==> src/rtl/bbm_pkg.sv <==
package bbm_pkg;

  typedef enum logic [1:0] {
    BK_FIXED = 2'd0,
    BK_INCR  = 2'd1,
    BK_WRAP  = 2'd2,
    BK_RSVD  = 2'd3
  } burst_kind_e;

  // Captured read request. Only offset bits inside the widest beat are kept.
  typedef struct packed {
    logic [6:0]  ofs;
    logic [2:0]  size;
    logic [7:0]  len;
    burst_kind_e kind;
  } rd_req_t;

  function automatic int unsigned beat_width(input logic [2:0] size);
    return 32'd1 << size;
  endfunction

  // Bytes carried by the first beat: the width minus the misalignment.
  function automatic int unsigned lead_bytes(input rd_req_t q);
    int unsigned w;
    w = beat_width(q.size);
    return w - (32'(q.ofs) & (w - 32'd1));
  endfunction

  function automatic logic req_bad(input logic [2:0] size, input burst_kind_e kind,
                                   input int max_size);
    return (kind == BK_RSVD) || (int'(size) > max_size);
  endfunction

  function automatic int unsigned read_total(input rd_req_t q);
    int unsigned w;
    int unsigned beats;
    w     = beat_width(q.size);
    beats = 32'(q.len) + 32'd1;
    case (q.kind)
      BK_FIXED: return beats * lead_bytes(q);
      BK_INCR:  return lead_bytes(q) + 32'(q.len) * w;
      BK_WRAP:  return beats * w;
      default:  return 32'd0;
    endcase
  endfunction

endpackage

==> src/rtl/bbm_strb_popcount.sv <==
module bbm_strb_popcount #(
  parameter int W  = 4,
  parameter int CW = $clog2(W + 1)
) (
  input  logic [W-1:0]  vec,
  output logic [CW-1:0] ones
);
  always_comb begin
    ones = '0;
    for (int i = 0; i < W; i++) begin
      ones = ones + CW'(vec[i]);
    end
  end
endmodule

==> src/rtl/bbm_rd_path.sv <==
module bbm_rd_path
  import bbm_pkg::*;
#(
  parameter int STRB_W = 4,
  parameter int OFS_W  = $clog2(STRB_W),
  parameter int CNT_W  = $clog2(256 * STRB_W + 1)
) (
  input  logic             clk,
  input  logic             rst_n,
  input  logic             ar_valid,
  input  logic             ar_ready,
  input  logic [OFS_W-1:0] ar_addr,
  input  logic [2:0]       ar_size,
  input  logic [7:0]       ar_len,
  input  logic [1:0]       ar_burst,
  input  logic             r_valid,
  input  logic             r_ready,
  input  logic             r_last,
  output logic             done,
  output logic [CNT_W-1:0] bytes,
  output logic             err
);
  localparam int MAX_SIZE  = $clog2(STRB_W);
  localparam int MAX_BYTES = 256 * STRB_W;

  rd_req_t req_q;
  rd_req_t req_in;

  // Named internal events
  logic ar_hs;
  logic r_fin;
  logic shape_bad;
  logic [CNT_W-1:0] total;

  assign ar_hs  = ar_valid & ar_ready;
  assign r_fin  = r_valid & r_ready & r_last;
  assign req_in = '{ofs: 7'(ar_addr), size: ar_size, len: ar_len,
                    kind: burst_kind_e'(ar_burst)};
  assign shape_bad = req_bad(req_q.size, req_q.kind, MAX_SIZE);
  assign total     = shape_bad ? '0 : CNT_W'(read_total(req_q));

  always_ff @(posedge clk) begin
    if (!rst_n) begin
      req_q <= '{ofs: '0, size: '0, len: '0, kind: BK_FIXED};
    end else if (ar_hs) begin
      req_q <= req_in;
    end
  end

  always_ff @(posedge clk) begin
    if (!rst_n) begin
      done  <= 1'b0;
      bytes <= '0;
      err   <= 1'b0;
    end else begin
      done <= r_fin;
      if (r_fin) begin
        bytes <= total;
        err   <= shape_bad;
      end
    end
  end

  AST_RD_FIELDS_HOLD: assert property (@(posedge clk) disable iff (!rst_n)
    !ar_hs |=> $stable(req_q));
  AST_RD_DONE_AFTER_LAST: assert property (@(posedge clk) disable iff (!rst_n)
    done |-> $past(r_valid && r_ready && r_last));
  AST_RD_ERR_ZERO: assert property (@(posedge clk) disable iff (!rst_n)
    (done && err) |-> (bytes == '0));
  AST_RD_NO_OVERFLOW: assert property (@(posedge clk) disable iff (!rst_n)
    done |-> (32'(bytes) <= MAX_BYTES));
  AST_RD_HOLD: assert property (@(posedge clk) disable iff (!rst_n)
    !r_fin |=> ($stable(bytes) && $stable(err)));

endmodule

==> src/rtl/bbm_wr_path.sv <==
module bbm_wr_path
  import bbm_pkg::*;
#(
  parameter int STRB_W = 4,
  parameter int CNT_W  = $clog2(256 * STRB_W + 1)
) (
  input  logic              clk,
  input  logic              rst_n,
  input  logic              aw_valid,
  input  logic              aw_ready,
  input  logic [2:0]        aw_size,
  input  logic [1:0]        aw_burst,
  input  logic              w_valid,
  input  logic              w_ready,
  input  logic [STRB_W-1:0] w_strb,
  input  logic              w_last,
  output logic              done,
  output logic [CNT_W-1:0]  bytes,
  output logic              err
);
  localparam int MAX_SIZE  = $clog2(STRB_W);
  localparam int MAX_BYTES = 256 * STRB_W;
  localparam int PC_W      = $clog2(STRB_W + 1);

  logic [2:0]  size_q;
  burst_kind_e kind_q;
  logic [CNT_W-1:0] acc_q;

  // Named internal events
  logic aw_hs;
  logic w_hs;
  logic w_fin;
  logic shape_bad;
  logic [PC_W-1:0]  beat_ones;
  logic [CNT_W-1:0] acc_base;
  logic [CNT_W-1:0] acc_sum;

  assign aw_hs     = aw_valid & aw_ready;
  assign w_hs      = w_valid & w_ready;
  assign w_fin     = w_hs & w_last;
  assign shape_bad = req_bad(size_q, kind_q, MAX_SIZE);
  assign acc_base  = aw_hs ? '0 : acc_q;
  assign acc_sum   = acc_base + CNT_W'(beat_ones);

  bbm_strb_popcount #(.W(STRB_W), .CW(PC_W)) u_pop (
    .vec  (w_strb),
    .ones (beat_ones)
  );

  always_ff @(posedge clk) begin
    if (!rst_n) begin
      size_q <= '0;
      kind_q <= BK_FIXED;
    end else if (aw_hs) begin
      size_q <= aw_size;
      kind_q <= burst_kind_e'(aw_burst);
    end
  end

  always_ff @(posedge clk) begin
    if (!rst_n) begin
      acc_q <= '0;
    end else if (w_fin) begin
      acc_q <= '0;
    end else if (w_hs) begin
      acc_q <= acc_sum;
    end else if (aw_hs) begin
      acc_q <= '0;
    end
  end

  always_ff @(posedge clk) begin
    if (!rst_n) begin
      done  <= 1'b0;
      bytes <= '0;
      err   <= 1'b0;
    end else begin
      done <= w_fin;
      if (w_fin) begin
        bytes <= shape_bad ? '0 : acc_sum;
        err   <= shape_bad;
      end
    end
  end

  AST_WR_ACC_IDLE: assert property (@(posedge clk) disable iff (!rst_n)
    (!aw_hs && !w_hs) |=> $stable(acc_q));
  AST_WR_DONE_AFTER_LAST: assert property (@(posedge clk) disable iff (!rst_n)
    done |-> $past(w_valid && w_ready && w_last));
  AST_WR_ERR_ZERO: assert property (@(posedge clk) disable iff (!rst_n)
    (done && err) |-> (bytes == '0));
  AST_WR_NO_OVERFLOW: assert property (@(posedge clk) disable iff (!rst_n)
    done |-> (32'(bytes) <= MAX_BYTES));
  AST_WR_HOLD: assert property (@(posedge clk) disable iff (!rst_n)
    !w_fin |=> ($stable(bytes) && $stable(err)));

endmodule

==> src/rtl/burst_byte_meter.sv <==
module burst_byte_meter #(
  parameter int DATA_W = 32,
  parameter int STRB_W = DATA_W / 8,
  parameter int OFS_W  = $clog2(STRB_W),
  parameter int CNT_W  = $clog2(256 * STRB_W + 1)
) (
  input  logic              clk,
  input  logic              rst_n,
  input  logic              ar_valid,
  input  logic              ar_ready,
  input  logic [OFS_W-1:0]  ar_addr,
  input  logic [2:0]        ar_size,
  input  logic [7:0]        ar_len,
  input  logic [1:0]        ar_burst,
  input  logic              r_valid,
  input  logic              r_ready,
  input  logic              r_last,
  input  logic              aw_valid,
  input  logic              aw_ready,
  input  logic [2:0]        aw_size,
  input  logic [1:0]        aw_burst,
  input  logic              w_valid,
  input  logic              w_ready,
  input  logic [STRB_W-1:0] w_strb,
  input  logic              w_last,
  output logic              rd_done,
  output logic [CNT_W-1:0]  rd_bytes,
  output logic              rd_err,
  output logic              wr_done,
  output logic [CNT_W-1:0]  wr_bytes,
  output logic              wr_err
);

  bbm_rd_path #(.STRB_W(STRB_W), .OFS_W(OFS_W), .CNT_W(CNT_W)) u_rd (
    .clk      (clk),
    .rst_n    (rst_n),
    .ar_valid (ar_valid),
    .ar_ready (ar_ready),
    .ar_addr  (ar_addr),
    .ar_size  (ar_size),
    .ar_len   (ar_len),
    .ar_burst (ar_burst),
    .r_valid  (r_valid),
    .r_ready  (r_ready),
    .r_last   (r_last),
    .done     (rd_done),
    .bytes    (rd_bytes),
    .err      (rd_err)
  );

  bbm_wr_path #(.STRB_W(STRB_W), .CNT_W(CNT_W)) u_wr (
    .clk      (clk),
    .rst_n    (rst_n),
    .aw_valid (aw_valid),
    .aw_ready (aw_ready),
    .aw_size  (aw_size),
    .aw_burst (aw_burst),
    .w_valid  (w_valid),
    .w_ready  (w_ready),
    .w_strb   (w_strb),
    .w_last   (w_last),
    .done     (wr_done),
    .bytes    (wr_bytes),
    .err      (wr_err)
  );

  AST_RESET_QUIET: assert property (@(posedge clk)
    !rst_n |=> (!rd_done && !wr_done && rd_bytes == '0 && wr_bytes == '0));

endmodule

==> config.mk <==
export PLATFORM = sky130hd
export DESIGN_NAME = burst_byte_meter
export DESIGN_NICKNAME = d
export VERILOG_FILES = /design/src/rtl/bbm_pkg.sv /design/src/rtl/bbm_strb_popcount.sv /design/src/rtl/bbm_rd_path.sv /design/src/rtl/bbm_wr_path.sv /design/src/rtl/burst_byte_meter.sv
export SDC_FILE = /design/constraint.sdc
export NUM_CORES = 1
export LEC_CHECK = 0
export ABC_AREA = 1
export ABC_CLOCK_PERIOD_IN_PS = 7100
export BUFFER_PORTS_ARGS = -buffer_cell sky130_fd_sc_hd__buf_2
export CAP_MARGIN = 20
export CORE_ASPECT_RATIO = 1.25
export CORE_UTILIZATION = 63
export DETAILED_ROUTE_END_ITERATION = 16
export GPL_ROUTABILITY_DRIVEN = 0
export GPL_TIMING_DRIVEN = 0
export HOLD_SLACK_MARGIN = 0.03
export PLACE_DENSITY_LB_ADDON = 0.08
export SETUP_SLACK_MARGIN = 0.05
export SYNTH_ARGS = -nofsm -noshare
export SYNTH_HDL_FRONTEND = slang
export SYNTH_SLANG_ARGS = --single-unit
==> constraint.sdc <==
create_clock -name clk -period 7.1 [get_ports clk]
set_clock_uncertainty 0.1 [all_clocks]
set_input_delay 0.71 -clock clk [delete_from_list [all_inputs] [get_ports clk]]
set_output_delay 0.71 -clock clk [all_outputs]
set_load 0.005 [all_outputs]
==> summary.txt, run 1 <==
Placement
  • # placed instances: 1,308
  • Post-detail-place hpwl: 16.3 mm
  • Number of port buffers: 60

Logic synthesis
  • Synth cell types: 36
  • Synth async-reset ratio: 0
  • Top FF cell, synth: dfxtp_1
  • Count leader, synth: inv_1
  • Sequential share of the synthesized area: 0.146
  • Synth area leader: fa_1
  • Synth Net Count: 1,290
  • Synth cell count leaders: 239 x inv_1, 222 x nand2_1, 136 x nor2_1, 102 x fa_1, 68 x ha_1
  • Post-synth EDFFs: 0
  • Ranking of synthesized cells by area: fa_1 26%, dfxtp_1 15%, inv_1 12%
  • Post-Synthesis Cells: 1,084
  • Area share of the largest cell type after synthesis: 0.262
  • Mapped Avg Cell Area: 7.19 µm²
  • Mapped Area: 7790 µm²
  • Yosys warning total: 0
  • Yosys reg bits: 57

Finish
  • P&R area growth vs syn: 10.8%
  • Fill cells: 1,034
  • Reg area: 1140 µm²
  • Layout cell share with drive strength beyond 1: 0.0940
  • Diodes inserted: 0
  • Number of nets in the layout: 1,361
  • Final Core Density: 0.713
  • Area of the multi-input gates: 5620 µm²
  • Fin cells: 1,324

Detailed routing
  • DR pass1 iterations: 5
  • Routed wire length: 20.0 mm
  • Met1 wire length: 7.67 mm
  • Initial DRC Count: 479
  • Drt via density: 5.41
  • WL per Instance: 15.1 µm
  • # DRC: 0
  • Met3 wire length: 1.32 mm
  • Met2 Wirelength: 10.1 mm
  • DR top layer: met4
  • Post-route ant nets: 0
  • Vias: 7,157

Power
  • Power Density: 151 nW/µm²
  • Switching part of the total: 0.382
  • Int Power: 0.807 mW
  • Sequential fraction of design power: 0.267
  • Logic gate share of total power: 0.367
  • Worst vdd ir: 0.000165 V
  • Switch Pwr: 0.499 mW
  • Clock share of power: 0.365
  • Static leakage: 4.52 nW

Hold path
  • Worst Hold Depth: 2
  • Hold Startpoint: u_wr.bytes[8]
  • WHS Endpoint: u_wr.bytes[8]
  • Worst hold path type: register to register

Outcome
  • Status: completed

Worst setup path
  • Critical path's most frequent cell: nand2_1
  • Reg2reg end: u_rd.bytes[10]
  • Worst-path maximum fanout: 9
  • Worst Path Required: 7.27 ns
  • Crit path kind: register to register
  • Max stage delay on crit path: 0.56 ns
  • Crit-path slowest cell: fa_1
  • Reg-to-reg critical path startpoint: u_rd.req_q[11]
  • CP arrival: 6.60 ns
  • CP startpoint kind: register
  • Worst setup EP type: register
  • Slack of the worst reg-to-reg path: 0.67 ns
  • R2r worst-path depth: 42

Timing
  • Measured slew at the worst slew-check pin: 0.699 ns
  • Final setup vio count: 0
  • FMAX: 155 MHz
  • Final Max Tran Viols: 0
  • Slew Limit Headroom: 0.532
  • Final Cycle Share: 0.906
  • TNS Setup: 0 ns
  • Min Clock Period, post-route: 6.43 ns
  • Hold Fails Final Rpt: 0
  • RSZ-0062 raised after global routing: no

Floorplan
  • Top-level port count: 62
  • CORE AREA: 12,100 µm²
  • DIE WIDTH: 101 µm
  • Starting density of the core: 0.644
  • Die height: 126 µm
  • Die ar.: 12,800 µm²
  • Row Count: 45

CTS
  • CTS buffer count: 9
  • CTS Hold Bufs: 0
  • Root Driver: clkbuf_16
  • CTS tree: built
  • Clock Path Buffers: 2
  • Clk sinks: 57
  • Clk pin slew, worst setup/hold paths: 0.06 ns
  • H-tree levels: 3
  • Clk_lat worst skew: 0.34 ns

GRT
  • First-pass GRT wire length: 33.1 mm
  • Grt total ovfl: 0
  • GR Util All Layers: 0.343
  • Largest net degree at the start of global routing: 13
  • Vias in the first global route: 7,078
  • Initial antenna violation count: 0

Run
  • Max_cap viols: 0
[logic make-up after synthesis]
family,after synthesis,share of synthesized area
adder cells (fa/ha/maj),170,0.371
flip-flops,57,0.146
AND/OR/NAND/NOR,429,0.226
AO/OA/AOI/OAI,126,0.0881
buffers and inverters,272,0.134
XOR/XNOR,30,0.0347
[metrics by stage]
stage	cell area, µm²	worst slack (ns)	power (mW)	hold slack [ns]
global route	8640	0.0697	1.40	0.368
detailed placement	8300	0.627	0.830	0.340
CTS	8630	0.605	1.31	0.356
global placement	8300	0.735	0.819	0.337
floorplan	7790	1.54	0.687	0.347
finish	8640	0.669	1.31	0.359
[registers in the layout, indices dropped and copies added (netlist names)]
| signal | count |
|---|---|
| u_wr.size_q | 3 |
| u_wr.kind_q | 2 |
| u_rd.bytes | 11 |
| u_wr.acc_q | 11 |
| u_rd.done | 1 |
| u_wr.bytes | 11 |
| u_rd.req_q | 15 |
| u_rd.err | 1 |
| u_wr.err | 1 |
| u_wr.done | 1 |
[worst max-delay path, delay by kind of cell (launching register included)]
kind | cells | cell delay, ns
flops | 1 | 0.40
compound gates | 1 | 0.11
simple gates | 20 | 1.81
fa+ha+maj | 7 | 2.81
buf+inv | 14 | 1.14
[layer usage]
metal / vias up / global-route usage
met5: - / 0
li1: 3434 / -
met3: 66 / 0.0490
met2: 274 / 0.599
met4: 0 / 0.179
met1: 3383 / 0.406
[how the worst max path moves through the flow]
stage | to | from | cells after the start | slack (ns)
2_1_floorplan | u_rd.bytes[10] | u_rd.req_q[11] | 39 | 1.54
3_3_place_gp | u_rd.bytes[10] | u_rd.req_q[11] | 41 | 0.73
3_5_place_dp | u_rd.bytes[10] | u_rd.req_q[11] | 41 | 0.63
4_1_cts | u_rd.bytes[10] | u_rd.req_q[11] | 41 | 0.60
5_1_grt | u_rd.bytes[10] | u_rd.req_q[11] | 40 | 0.07
6_report | u_rd.bytes[10] | u_rd.req_q[11] | 42 | 0.67
[power groups by stage]
| stage | sequential [mW] | combinational (mW) | clock (mW) |
|---|---|---|---|
| 2_1_floorplan | 0.353 | 0.334 | 0 |
| 3_3_place_gp | 0.355 | 0.464 | 0 |
| 3_5_place_dp | 0.356 | 0.474 | 0 |
| 4_1_cts | 0.349 | 0.479 | 0.482 |
| 5_1_grt | 0.351 | 0.552 | 0.496 |
| 6_report | 0.349 | 0.480 | 0.477 |
[layout make-up]
type,instances,share of cell area
plain buffers,24,0.0127
clock inverters,7,0.0119
repair buffers,60,0.0348
multi-input cells,755,0.651
clock buffers,9,0.0261
well taps,164,0.0238
inverters,248,0.108
flip-flops and latches,57,0.132
[timing repair]
item,4_1_cts,5_1_grt
endpoints found under the setup margin,0,1
gates resized for setup,0,4
setup buffers,0,0
[layout by cell type (no fill, tap or decap), types with 7 or more instances in the layout]
master / instances
fa_1: 102
a21oi_1: 53
ha_1: 68
inv_1: 238
dfxtp_1: 56
nor2_1: 135
xnor2_1: 12
clkbuf_1: 18
o21ai_0: 51
nand4_1: 10
xor2_1: 17
clkbuf_16: 9
nand2_2: 8
nand3_1: 38
inv_2: 7
buf_2: 64
nand2_1: 222
No activity file was read; power rests on OpenSTA's default activity.
==> run 2, diff against run 1 <==
--- a/config.mk
+++ b/config.mk
@@ -9,8 +9,10 @@
 export ABC_CLOCK_PERIOD_IN_PS = 7100
 export BUFFER_PORTS_ARGS = -buffer_cell sky130_fd_sc_hd__buf_2
 export CAP_MARGIN = 20
+export CELL_PAD_IN_SITES_DETAIL_PLACEMENT = 0
+export CELL_PAD_IN_SITES_GLOBAL_PLACEMENT = 1
 export CORE_ASPECT_RATIO = 1.25
-export CORE_UTILIZATION = 63
+export CORE_UTILIZATION = 46
 export DETAILED_ROUTE_END_ITERATION = 16
 export GPL_ROUTABILITY_DRIVEN = 0
 export GPL_TIMING_DRIVEN = 0
==> summary.txt, run 2 (synthesis results as in run 1) <==
Detailed routing
  • DR pass1 iterations: 5 (unchanged)
  • Initial DRC Count: 281 (-41%)
  • Vias: 6,906 (-3.5%)
  • Routed wire length: 21.3 mm (+6.5%)
  • Post-route ant nets: 0 (unchanged)
  • # DRC: 0 (unchanged)
  • WL per Instance: 15.5 µm (+2.4%)
  • Drt via density: 5.02 (-7.2%)

Worst setup path
  • CP bufs+invs: 13 (-1)
  • Reg2reg end: u_rd.bytes[10]
  • Reg-to-reg critical path startpoint: u_rd.req_q[11]
  • Worst setup EP type: register
  • Slack of the worst reg-to-reg path: 0.58 ns (-0.09 ns)
  • Critical Path End: u_rd.bytes[10]
  • Crit-path slowest cell: fa_1
  • CP Depth: 41 (-2.4%)
  • Top Family by Delay on Critical Path: adder cells
  • CP arrival: 6.64 ns (+0.04 ns)
  • R2r worst-path depth: 41 (-2.4%)
  • Crit path kind: register to register
  • Worst Setup SP: u_rd.req_q[11]
  • Worst-path maximum fanout: 9 (unchanged)
  • Worst Path Required: 7.22 ns (-0.05 ns)
  • Critical path's most frequent cell: nand2_1
  • Max stage delay on crit path: 0.55 ns (about the same)
  • CP startpoint kind: register

GRT
  • Initial antenna violation count: 0 (unchanged)
  • First-pass GRT wire length: 34.9 mm (+5.3%)
  • GR Util All Layers: 0.260 (-0.0831)
  • Vias in the first global route: 6,854 (-3.2%)
  • Grt total ovfl: 0 (unchanged)
  • Largest net degree at the start of global routing: 13 (unchanged)

CTS
  • H-tree levels: 3 (unchanged)
  • CTS tree: built
  • Resize count post-CTS: 0 (unchanged)
  • Clk sinks: 57 (unchanged)
  • Clk_lat worst skew: 0.33 ns (about the same)
  • Clk pin slew, worst setup/hold paths: 0.06 ns (about the same)
  • Clock Path Buffers: 2 (unchanged)
  • Root Driver: clkbuf_16
  • CTS Hold Bufs: 0 (unchanged)
  • Post-CTS Repair Setup Buffers: 0 (unchanged)
  • CTS buffer count: 9 (unchanged)

Power
  • Int Power: 0.807 mW (about the same)
  • Sequential fraction of design power: 0.267 (about the same)
  • Switch Pwr: 0.502 mW (+0.65%)
  • Power Density: 151 nW/µm² (-0.43%)
  • Logic gate share of total power: 0.368 (about the same)
  • Static leakage: 4.52 nW (about the same)
  • Clock share of power: 0.365 (about the same)
  • Overall power: 1.31 mW (+0.26%)
  • Worst vdd ir: 0.000140 V (-15%)
  • Switching part of the total: 0.384 (+0.00148)

Floorplan
  • Die height: 148 µm (+17%)
  • Starting density of the core: 0.475 (-0.169)
  • Die ar.: 17,500 µm² (+36%)
  • Top-level port count: 62 (unchanged)
  • Row Count: 52 (+16%)
  • DIE WIDTH: 118 µm (+17%)
  • CORE AREA: 16,400 µm² (+35%)

Timing
  • FMAX: 153 MHz (-1.3%)
  • Final Max Tran Viols: 0 (unchanged)
  • Hold Fails Final Rpt: 0 (unchanged)
  • Final setup vio count: 0 (unchanged)
  • Slew Limit Headroom: 0.454 (-0.0782)
  • Measured slew at the worst slew-check pin: 0.816 ns (+0.117 ns)
  • Final Cycle Share: 0.918 (+0.0122)
  • RSZ-0062 raised after global routing: no
  • Min Clock Period, post-route: 6.52 ns (+0.0868 ns)
  • TNS Setup: 0 ns (unchanged)

Placement
  • Number of port buffers: 60 (unchanged)
  • Post-detail-place hpwl: 17.6 mm (+8.1%)

Outcome
  • Status: completed

Finish
  • Most common cell after layout, fill and taps aside: inv_1
  • Max reg flops: 15 (unchanged)
  • Biggest register: u_rd.req_q
  • Layout cell share with drive strength beyond 1: 0.0931 (-0.000862)
  • Most frequent cells in the layout: 239 x inv_1, 222 x nand2_1, 135 x nor2_1
  • P&R area growth vs syn: 11.6%
  • Diodes inserted: 0 (unchanged)
  • Number of nets in the layout: 1,361 (unchanged)

Run
  • Max_cap viols: 0 (unchanged)

Hold path
  • Worst hold path type: register to register
  • Hold Startpoint: u_wr.bytes[9]
  • Worst Hold Depth: 2 (unchanged)
[run 2: per-layer routing]
| layer | GRT usage | up-vias | share of wire |
|---|---|---|---|
| met5 | 0 | - | 0 |
| met4 | 0.0829 | 0 | 0.023 |
| met3 | 0.0258 | 24 | 0.037 |
| met2 | 0.474 | 148 | 0.51 |
| met1 | 0.323 | 3306 | 0.43 |
| li1 | - | 3428 | - |
[run 2: stage by stage]
step	cell area (µm²)	instances	setup WS, ns	hold slack (ns)	util
after floorplan	7790	1084	1.54	0.347	-
after global placement	8370	1360	0.570	0.338	0.510
after detailed placement	8370	1360	0.578	0.340	0.510
after CTS	8690	1376	0.551	0.355	0.530
after global routing	8700	1376	0.0968	0.390	0.530
final	8700	1376	0.582	0.351	0.530
[run 2: tightest hold or removal path, cell delays in order (launching register included)]
cell     delay, ns
dfxtp_1       0.32
nand2_1       0.05
o21ai_0       0.05
[run 2: cell type report]
class / count / area, µm²
Fill cell: 1748 / 7700
Multi-Input combinational cell: 755 / 5620
Sequential cell: 57 / 1140
Inverter: 248 / 931
Timing Repair Buffer: 60 / 300
Tap cell: 216 / 270
Clock buffer: 9 / 225
Buffer: 24 / 110
Clock inverter: 7 / 103
[run 2: how the worst min path moves through the flow]
stage                     slack [ns]             to
after floorplan                 0.35  u_wr.acc_q[1]
after global placement          0.34  u_wr.bytes[8]
after detailed placement        0.34  u_wr.bytes[9]
after CTS                       0.36  u_wr.bytes[9]
after global routing            0.39  u_rd.bytes[2]
final                           0.35  u_wr.bytes[9]
[run 2: power groups by stage]
stage,registers (mW),clock network (mW),logic [mW]
floorplan,0.353,0,0.334
global placement,0.355,0,0.484
detailed placement,0.356,0,0.484
CTS,0.349,0.488,0.488
global route,0.352,0.500,0.553
finish,0.349,0.478,0.482
==> run 3, diff against run 2 <==
--- a/config.mk
+++ b/config.mk
@@ -14,10 +14,9 @@
 export CORE_ASPECT_RATIO = 1.25
 export CORE_UTILIZATION = 46
 export DETAILED_ROUTE_END_ITERATION = 16
-export GPL_ROUTABILITY_DRIVEN = 0
 export GPL_TIMING_DRIVEN = 0
 export HOLD_SLACK_MARGIN = 0.03
-export PLACE_DENSITY_LB_ADDON = 0.08
+export PLACE_DENSITY_LB_ADDON = 0.1
 export SETUP_SLACK_MARGIN = 0.05
 export SYNTH_ARGS = -nofsm -noshare
 export SYNTH_HDL_FRONTEND = slang
==> summary.txt, run 3 (synthesis results as in run 1) <==
Outcome
  • Status: completed

Floorplan
  • Row Count: 52 (unchanged)
  • Die ar.: 17,500 µm² (unchanged)
  • DIE WIDTH: 118 µm (unchanged)
  • CORE AREA: 16,400 µm² (unchanged)
  • Starting density of the core: 0.475 (unchanged)
  • Top-level port count: 62 (unchanged)
  • Die height: 148 µm (unchanged)

GRT
  • Largest net degree at the start of global routing: 13 (unchanged)
  • Grt total ovfl: 0 (unchanged)
  • Vias in the first global route: 7,230 (+5.5%)
  • GR Util All Layers: 0.265 (+0.00520)
  • First-pass GRT wire length: 35.6 mm (+2.1%)
  • Initial antenna violation count: 0 (unchanged)

Worst setup path
  • Crit path kind: register to register
  • Reg-to-reg critical path startpoint: u_rd.req_q[11]
  • Crit-path slowest cell: fa_1
  • Worst-path maximum fanout: 9 (unchanged)
  • R2r worst-path depth: 40 (-2.4%)
  • Critical path's most frequent cell: nand2_1
  • Reg2reg end: u_rd.bytes[10]
  • Worst setup EP type: register
  • CP arrival: 6.60 ns (-0.04 ns)
  • Worst Setup SP: u_rd.req_q[11]
  • Slack of the worst reg-to-reg path: 0.62 ns (+0.04 ns)
  • CP startpoint kind: register
  • Worst Path Required: 7.22 ns (about the same)
  • Max stage delay on crit path: 0.55 ns (about the same)

Timing
  • Slew Limit Headroom: 0.493 (+0.0393)
  • Final setup vio count: 0 (unchanged)
  • Final Cycle Share: 0.912 (-0.00567)
  • RSZ-0062 raised after global routing: no
  • Measured slew at the worst slew-check pin: 0.757 ns (-0.0587 ns)
  • Min Clock Period, post-route: 6.48 ns (-0.0403 ns)
  • Final Max Tran Viols: 0 (unchanged)
  • TNS Setup: 0 ns (unchanged)
  • Hold Fails Final Rpt: 0 (unchanged)
  • FMAX: 154 MHz (+0.62%)
  • Setup ws final: 0.622 ns (+0.0403 ns)

Power
  • Sequential fraction of design power: 0.267 (about the same)
  • Clock share of power: 0.366 (about the same)
  • Overall power: 1.31 mW (about the same)
  • Logic gate share of total power: 0.367 (about the same)
  • Static leakage: 4.52 nW (about the same)
  • Switching part of the total: 0.383 (-0.000621)
  • Switch Pwr: 0.501 mW (-0.16%)
  • Worst vdd ir: 0.000123 V (-13%)
  • Int Power: 0.808 mW (+0.10%)
  • Power Density: 151 nW/µm² (about the same)

Detailed routing
  • Vias: 6,874 (-0.46%)
  • DR pass1 iterations: 6 (+1)
  • Routed wire length: 21.2 mm (-0.51%)
  • Initial DRC Count: 341 (+21%)
  • WL per Instance: 15.4 µm (-0.51%)
  • # DRC: 0 (unchanged)
  • Drt via density: 5.00 (-0.46%)
  • Post-route ant nets: 0 (unchanged)

Placement
  • Dpl ws: 0.524 ns (-0.0534 ns)
  • Number of port buffers: 60 (unchanged)
  • Post-detail-place hpwl: 17.8 mm (+0.61%)
  • GPL Wtd Cong: 0.884
  • # placed instances: 1,360 (unchanged)

Hold path
  • Worst hold path type: register to register
  • WHS Endpoint: u_wr.bytes[2]
  • Hold Startpoint: u_wr.bytes[2]
  • Worst Hold Depth: 2 (unchanged)

CTS
  • Clock Path Buffers: 2 (unchanged)
  • H-tree levels: 3 (unchanged)
  • CTS buffer count: 9 (unchanged)
  • CTS Hold Bufs: 0 (unchanged)
  • Clk pin slew, worst setup/hold paths: 0.06 ns (about the same)
  • CTS tree: built
  • Root Driver: clkbuf_16
  • Clk_lat worst skew: 0.33 ns (about the same)
  • Clk sinks: 57 (unchanged)

Finish
  • P&R area growth vs syn: 11.6% (about the same)
  • Most common cell after layout, fill and taps aside: inv_1
  • Number of nets in the layout: 1,361 (unchanged)
  • Fill cells: 1,708 (-2.3%)
  • Biggest register: u_rd.req_q
  • Diodes inserted: 0 (unchanged)
  • Layout cell share with drive strength beyond 1: 0.0948 (+0.00172)
  • Fin cells: 1,376 (unchanged)
  • Most frequent cells in the layout: 238 x inv_1, 222 x nand2_1, 135 x nor2_1
  • Max reg flops: 15 (unchanged)

Run
  • Max_cap viols: 0 (unchanged)
## run 3: cell types whose count changed in the layout (fill, tap and decap cells not counted)
cell,previous run,this run
dfxtp_1,56,55
dfxtp_2,1,2
inv_2,6,7
inv_1,239,238
## run 3: power groups by stage
| stage | sequential, mW | clock (mW) | combinational [mW] |
|---|---|---|---|
| global route | 0.351 | 0.499 | 0.558 |
| floorplan | 0.353 | 0 | 0.334 |
| global placement | 0.356 | 0 | 0.483 |
| finish | 0.349 | 0.479 | 0.481 |
| detailed placement | 0.356 | 0 | 0.488 |
| CTS | 0.349 | 0.486 | 0.491 |
## run 3: worst max-delay path by stage
stage | slack [ns] | to | cells past startpoint
2_1_floorplan | 1.54 | u_rd.bytes[10] | 39
3_3_place_gp | 0.56 | u_rd.bytes[10] | 40
3_5_place_dp | 0.52 | u_rd.bytes[10] | 40
4_1_cts | 0.50 | u_rd.bytes[10] | 40
5_1_grt | 0.11 | u_rd.bytes[10] | 42
6_report | 0.62 | u_rd.bytes[10] | 40
## run 3: area by class of cell
| class | instances | area (µm²) | area share |
|---|---|---|---|
| buffer | 24 | 110 | 0.0127 |
| inverter | 248 | 931 | 0.107 |
| clock inverter | 7 | 103 | 0.0118 |
| timing repair buffer | 60 | 300 | 0.0345 |
| sequential | 57 | 1140 | 0.131 |
| tap | 216 | 270 | 0.0311 |
| clock buffer | 9 | 225 | 0.0259 |
| multi-input combinational | 755 | 5620 | 0.646 |
## run 3: metal layers
metal / vias to the layer above / routed length, µm / track usage
met2: 157 / 10500 / 0.471
met4: 0 / 880 / 0.125
li1: 3429 / - / -
met1: 3242 / 9010 / 0.319
met5: - / 0 / 0
met3: 46 / 830 / 0.0324
## run 3: critical path, delay by kind of cell, from the launching register on
family                     cells  cell delay, ns
buffers and inverters         12            1.01
DFF                            1            0.34
AOI/OAI and AO/OA              1            0.06
and+or+nand+nor               20            2.05
adders and majority gates      7            2.81
## run 3: per-stage QoR
step                cell area, µm²  hold slack [ns]   util
CTS                           8690            0.357  0.530
floorplan                     7790            0.347      -
finish                        8700            0.350  0.531
global placement              8370            0.338  0.510
detailed placement            8370            0.341  0.510
global route                  8700            0.382  0.531
## run 3: repair_timing
item / in CTS / in global routing
setup buffers: 0 / 0
setup endpoints to repair: 0 / 1
gates resized for setup: 0 / 4
